File: config.mk
export PLATFORM = sky130hd
export DESIGN_NAME = flagbr_top
export DESIGN_NICKNAME = d
export VERILOG_FILES = /design/src/rtl/flagbr_pkg.sv /design/src/rtl/flagbr_rst_sync.sv /design/src/rtl/flagbr_flag_gen.sv /design/src/rtl/flagbr_cond.sv /design/src/rtl/flagbr_top.sv
export SDC_FILE = /design/constraint.sdc
export NUM_CORES = 1
export LEC_CHECK = 0
export ABC_AREA = 1
export BUFFER_PORTS_ARGS = -buffer_cell sky130_fd_sc_hd__buf_2
export CAP_MARGIN = 20
export CELL_PAD_IN_SITES_DETAIL_PLACEMENT = 0
export CELL_PAD_IN_SITES_GLOBAL_PLACEMENT = 2
export CORE_MARGIN = 2
export CORE_UTILIZATION = 25
export DETAILED_ROUTE_END_ITERATION = 8
export PLACE_DENSITY = 0.88
export SYNTH_ARGS = -nofsm -noshare
export SYNTH_HDL_FRONTEND = slang
export SYNTH_HIERARCHICAL = 1
export SYNTH_SLANG_ARGS = --single-unit
File: constraint.sdc
create_clock -name clk -period 1.25 [get_ports clk]
set_input_delay 0.0625 -clock clk [delete_from_list [all_inputs] [get_ports clk]]
set_output_delay 0.0625 -clock clk [all_outputs]
set_load 0.02 [all_outputs]
File: src/rtl/flagbr_pkg.sv
package flagbr_pkg;

  typedef struct packed {
    logic carry;
    logic alarger;
    logic equal;
    logic zero;
  } flags_t;

  typedef enum logic [1:0] {
    ST_IDLE = 2'd0,
    ST_RD   = 2'd1,
    ST_WAIT = 2'd2
  } state_t;

  typedef enum logic [1:0] {
    CLS_OTHER = 2'd0,
    CLS_ALU   = 2'd1,
    CLS_CLR   = 2'd2,
    CLS_JUMP  = 2'd3
  } op_class_t;

  localparam logic [3:0] OPHI_JUMP = 4'b0101;
  localparam logic [7:0] OP_CLR    = 8'h60;

  function automatic op_class_t classify(input logic [7:0] op);
    if (op[7])                    return CLS_ALU;
    else if (op == OP_CLR)        return CLS_CLR;
    else if (op[7:4] == OPHI_JUMP) return CLS_JUMP;
    else                          return CLS_OTHER;
  endfunction

endpackage

File: src/rtl/flagbr_rst_sync.sv
module flagbr_rst_sync #(
  parameter int STAGES = 2
) (
  input  logic clk,
  input  logic rst_n,
  output logic rst_sync_n
);

  logic [STAGES-1:0] chain_q;

  always_ff @(posedge clk or negedge rst_n) begin
    if (!rst_n) chain_q <= '0;
    else        chain_q <= {chain_q[STAGES-2:0], 1'b1};
  end

  assign rst_sync_n = chain_q[STAGES-1];

endmodule

File: src/rtl/flagbr_flag_gen.sv
module flagbr_flag_gen
  import flagbr_pkg::*;
#(
  parameter int DW = 8
) (
  input  logic [DW-1:0] bus_val,
  input  logic [DW-1:0] tmp_val,
  input  logic [DW-1:0] result,
  input  logic          cout,
  output flags_t        flags_new
);

  always_comb begin
    flags_new.carry   = cout;
    flags_new.alarger = (bus_val > tmp_val);
    flags_new.equal   = (bus_val == tmp_val);
    flags_new.zero    = (result == '0);
  end

endmodule

File: src/rtl/flagbr_cond.sv
module flagbr_cond #(
  parameter int NF = 4
) (
  input  logic [NF-1:0] mask,
  input  logic [NF-1:0] flag_bits,
  output logic          hit
);

  logic [NF-1:0] sel;

  for (genvar g = 0; g < NF; g++) begin : g_sel
    assign sel[g] = mask[g] & flag_bits[g];
  end

  assign hit = |sel;

endmodule

File: src/rtl/flagbr_top.sv
module flagbr_top
  import flagbr_pkg::*;
#(
  parameter int AW = 8,
  parameter int DW = 8
) (
  input  logic          clk,
  input  logic          rst_n,
  input  logic          start,
  input  logic [7:0]    opcode,
  input  logic [DW-1:0] alu_bus,
  input  logic [DW-1:0] alu_tmp,
  input  logic [DW-1:0] alu_result,
  input  logic          alu_cout,
  input  logic [AW-1:0] mem_rdata,
  output logic          mem_rd,
  output logic [AW-1:0] mem_addr,
  output logic [AW-1:0] iar,
  output logic [3:0]    flags,
  output logic          done,
  output logic          taken
);

  localparam int NF = $bits(flags_t);
  localparam logic [AW-1:0] STEP1 = AW'(1);
  localparam logic [AW-1:0] STEP2 = AW'(2);

  logic      rst_i_n;
  state_t    state_q, state_d;
  flags_t    flags_q, flags_d, flags_alu;
  logic      flags_en;
  logic [AW-1:0] iar_q, iar_d;
  logic      iar_en;
  logic [NF-1:0] mask_q, mask_d;
  logic      mask_en;
  logic      done_q, done_d, taken_q, taken_d;
  logic      cond_hit;
  logic      idle;
  op_class_t cls;

  flagbr_rst_sync #(.STAGES(2)) u_rst (
    .clk        (clk),
    .rst_n      (rst_n),
    .rst_sync_n (rst_i_n)
  );

  flagbr_flag_gen #(.DW(DW)) u_gen (
    .bus_val   (alu_bus),
    .tmp_val   (alu_tmp),
    .result    (alu_result),
    .cout      (alu_cout),
    .flags_new (flags_alu)
  );

  flagbr_cond #(.NF(NF)) u_cond (
    .mask      (mask_q),
    .flag_bits (flags_q),
    .hit       (cond_hit)
  );

  assign cls  = classify(opcode);
  assign idle = (state_q == ST_IDLE);

  always_comb begin
    state_d  = state_q;
    flags_d  = flags_q;
    flags_en = 1'b0;
    iar_d    = iar_q;
    iar_en   = 1'b0;
    mask_d   = mask_q;
    mask_en  = 1'b0;
    done_d   = 1'b0;
    taken_d  = 1'b0;
    unique case (state_q)
      ST_IDLE: begin
        if (start) begin
          unique case (cls)
            CLS_ALU: begin
              flags_d  = flags_alu;
              flags_en = 1'b1;
              iar_d    = iar_q + STEP1;
              iar_en   = 1'b1;
              done_d   = 1'b1;
            end
            CLS_CLR: begin
              flags_d  = '0;
              flags_en = 1'b1;
              iar_d    = iar_q + STEP1;
              iar_en   = 1'b1;
              done_d   = 1'b1;
            end
            CLS_JUMP: begin
              mask_d  = opcode[NF-1:0];
              mask_en = 1'b1;
              state_d = ST_RD;
            end
            default: begin
              iar_d  = iar_q + STEP1;
              iar_en = 1'b1;
              done_d = 1'b1;
            end
          endcase
        end
      end
      ST_RD: state_d = ST_WAIT;
      ST_WAIT: begin
        taken_d = cond_hit;
        iar_d   = cond_hit ? mem_rdata : (iar_q + STEP2);
        iar_en  = 1'b1;
        done_d  = 1'b1;
        state_d = ST_IDLE;
      end
      default: state_d = ST_IDLE;
    endcase
  end

  always_ff @(posedge clk or negedge rst_i_n) begin
    if (!rst_i_n) begin
      state_q <= ST_IDLE;
      flags_q <= '0;
      iar_q   <= '0;
      mask_q  <= '0;
      done_q  <= 1'b0;
      taken_q <= 1'b0;
    end else begin
      state_q <= state_d;
      if (flags_en) flags_q <= flags_d;
      if (iar_en)   iar_q   <= iar_d;
      if (mask_en)  mask_q  <= mask_d;
      done_q  <= done_d;
      taken_q <= taken_d;
    end
  end

  assign mem_rd   = (state_q == ST_RD);
  assign mem_addr = iar_q + STEP1;
  assign iar      = iar_q;
  assign flags    = flags_q;
  assign done     = done_q;
  assign taken    = taken_q;

endmodule

==> impl_metrics.ini <==
[routing]
drt-total-wl_mm = 4.57
vias_per_cell = 4.33
wl_per_cell_um = 10.9
firstDrtPassIters = 4
drt_iter0_markers = 45
ant_nets = 0
num_vias = 1822
post-route-drc-count = 0

[finish]
final_nets = 401
drive_gt1_frac = 0.581
area_growth_pct = 69.5
fillers = 647
diodes = 0

[die]
start_util = 0.259
fp.dieH_um = 85.3
ios = 67
die_area_mm2 = 0.00727
die_w_um = 85.3
core_mm2 = 0.00639
rows = 29

[sta]
worst_slack_ns = -0.204
setup-tns-final_ns = -1.40
grt_setup_unrepaired = yes
fmax_ghz = 0.688
min_period_ns = 1.45
finalMaxSlewViolations = 0
worst_clock_skew_ns = 0.00293
hold_viol = 0
setup_viol = 15
final.period_utilization = 1.16

[worst_hold_path]
hold_path_startpoint = alu_cout
holdPathStages = 3
hold_path_class = in -> reg
hold_end = flags[3]

[worst_setup_path]
cp.required_ns = 1.19
critPathMaxFanout = 3
endpoint_kind = output port
worst_setup_path_start_kind = register
reg2reg_slack_ns = -0.10
slowest_delay_ns = 0.45
crit_type = reg -> out
cp.arrival_ns = 1.39
reg2reg_depth = 10
r2r_end = iar[6]
r2r-start = iar[1]
cp_slowest_cell = dfrtp_2
cp_cell_sequence = ha_4, or2_4, and2_4, buf_6

[cts]
cts_tree = built
clkSinkCount = 22
clk_pin_slew_ns = 0.08
cts_buffers = 3
clock_latency_ns = 0.26
clock_path_buffers = 2
root_buffer = clkbuf_8
htreeDepth = 1

[grt]
grt_start_max_net_pins = 21
track_usage = 0.127
grt_antenna_before_repair = 0
grt_pass1_wl_mm = 7.66
grt.overflow.total = 0
grt_pass1_vias = 1766

[logic_synthesis]
async_flop_share = 1.00
syn_nets = 287
synth_warnings = 6
synth_edf_count = 0
yosys_register_bits = 22
synth.avg_cell_area_um2 = 7.15
ys_seq_area_frac = 0.333
synthFlopType = dfrtp_1
synth_cell_type_count = 31
synthCells = 231
synth_area_mm2 = 0.00165

[job]
maxCapViolations = 0

[status]
status = complete, but fails checks
violations = setup timing

[placement]
portBuffers = 66
hpwlAfterDp_mm = 3.55
gp_congestion = 0.795

[power_and_ir_drop]
power.density_mw_per_mm2 = 1650
ir_drop_v = 0.00126
finalPower_w = 0.00463
p_leak_nw = 1.49
[area by class of cell]
cell class	instances	area, µm²	share of cell area
multi-input combinational	165	1170	0.420
inverter	40	155	0.0554
clock buffer	4	45.0	0.0161
sequential	22	562	0.201
tap	77	96.3	0.0344
timing repair buffer	113	766	0.274
[per-stage QoR]
| step | instances | hold slack, ns | cell area [µm²] | worst slack [ns] | util |
|---|---|---|---|---|---|
| 2_1_floorplan | 231 | -0.233 | 1740 | -0.111 | - |
| 3_3_place_gp | 397 | -0.151 | 2350 | -0.196 | 0.368 |
| 3_5_place_dp | 397 | -0.151 | 2350 | -0.262 | 0.368 |
| 4_1_cts | 410 | 0.0379 | 2560 | -0.212 | 0.401 |
| 5_1_grt | 421 | 0.0648 | 2800 | -0.261 | 0.438 |
| 6_report | 421 | 0.0389 | 2800 | -0.204 | 0.438 |
[critical path: cells and delay by family, from the launching register on]
family,cells,cell delay [ns]
adder cells (fa/ha/maj),1,0.19
buffers and inverters,1,0.12
flip-flops,1,0.45
AND/OR/NAND/NOR,2,0.37
[cell usage after synthesis (2+ instances only)]
library cell | number | area, µm²
a21oi_1 | 8 | 40.0
and2_1 | 2 | 12.5
buf_4 | 3 | 22.5
dfrtp_1 | 22 | 551
ha_1 | 12 | 150
inv_1 | 36 | 135
inv_2 | 4 | 15.0
nand2_1 | 58 | 218
nand2_2 | 7 | 43.8
nand3_1 | 17 | 85.1
nand3_2 | 2 | 20.0
nand4_1 | 3 | 18.8
nor2_1 | 23 | 86.3
nor2_4 | 2 | 22.5
nor3_4 | 2 | 32.5
nor4_1 | 2 | 12.5
o21ai_0 | 11 | 55.1
o21ai_1 | 4 | 20.0
[how the worst max path moves through the flow]
stage                   start     endpoint  cells after the start
floorplan              iar[1]       iar[3]                      5
global placement    opcode[7]       iar[5]                     14
detailed placement  opcode[7]       iar[5]                     14
CTS                    iar[1]  mem_addr[2]                      4
global route           iar[3]  mem_addr[7]                      5
finish                 iar[1]  mem_addr[2]                      4
[flip-flops by register name (all words and copies together), names as in the netlist]
signal         count
flags              4
taken              1
mask_q             4
iar                8
done               1
u_rst/chain_q      2
state_q            2
[repair_timing]
item	in CTS	in global routing
gates resized for setup	31	51
cloned	0	0
hold buffers	1	0
hold endpoints to repair	2	0
pin swaps	12	27
setup endpoints to repair	11	25
buffers inserted	8	11
[placed cells by master, fill, tap and decap left out, drive strengths merged]
cell	n
nor4	2
o21bai	1
o21ai	15
nand2	65
dfrtp	22
a21oi	9
xor2	1
clkbuf	4
o21a	1
a22oi	1
dlygate4sd3	1
or2	1
nand4	3
nor3	3
xnor2	1
buf	112
nand3	19
nor2	26
and2	3
a21o	1
conb	1
inv	40
ha	12
[metal layers]
metal	GRT usage	vias to the layer above	wire length, µm
li1	-	954	-
met1	0.164	825	2110
met2	0.229	43	2260
met3	0.0185	0	205
met4	0.0216	0	0
met5	0	-	0
[report_power, final]
part | switching [W] | internal [W] | leakage [nW]
Sequential | 0.000192 | 0.000886 | 0.258
Clock | 0.000232 | 0.000227 | 0.0228
Combinational | 0.00159 | 0.00150 | 1.21
[cell families (layout without fill, tap and decap cells)]
family | after synthesis | count (layout) | share of synthesized area
compound gates | 28 | 28 | 0.0939
other cells | 1 | 1 | 0.00227
flops | 22 | 22 | 0.333
fa+ha+maj | 12 | 12 | 0.0909
xor+xnor | 2 | 2 | 0.0106
simple gates | 122 | 122 | 0.358
buf+inv | 44 | 157 | 0.111
No activity file was read; power rests on OpenSTA's default activity.
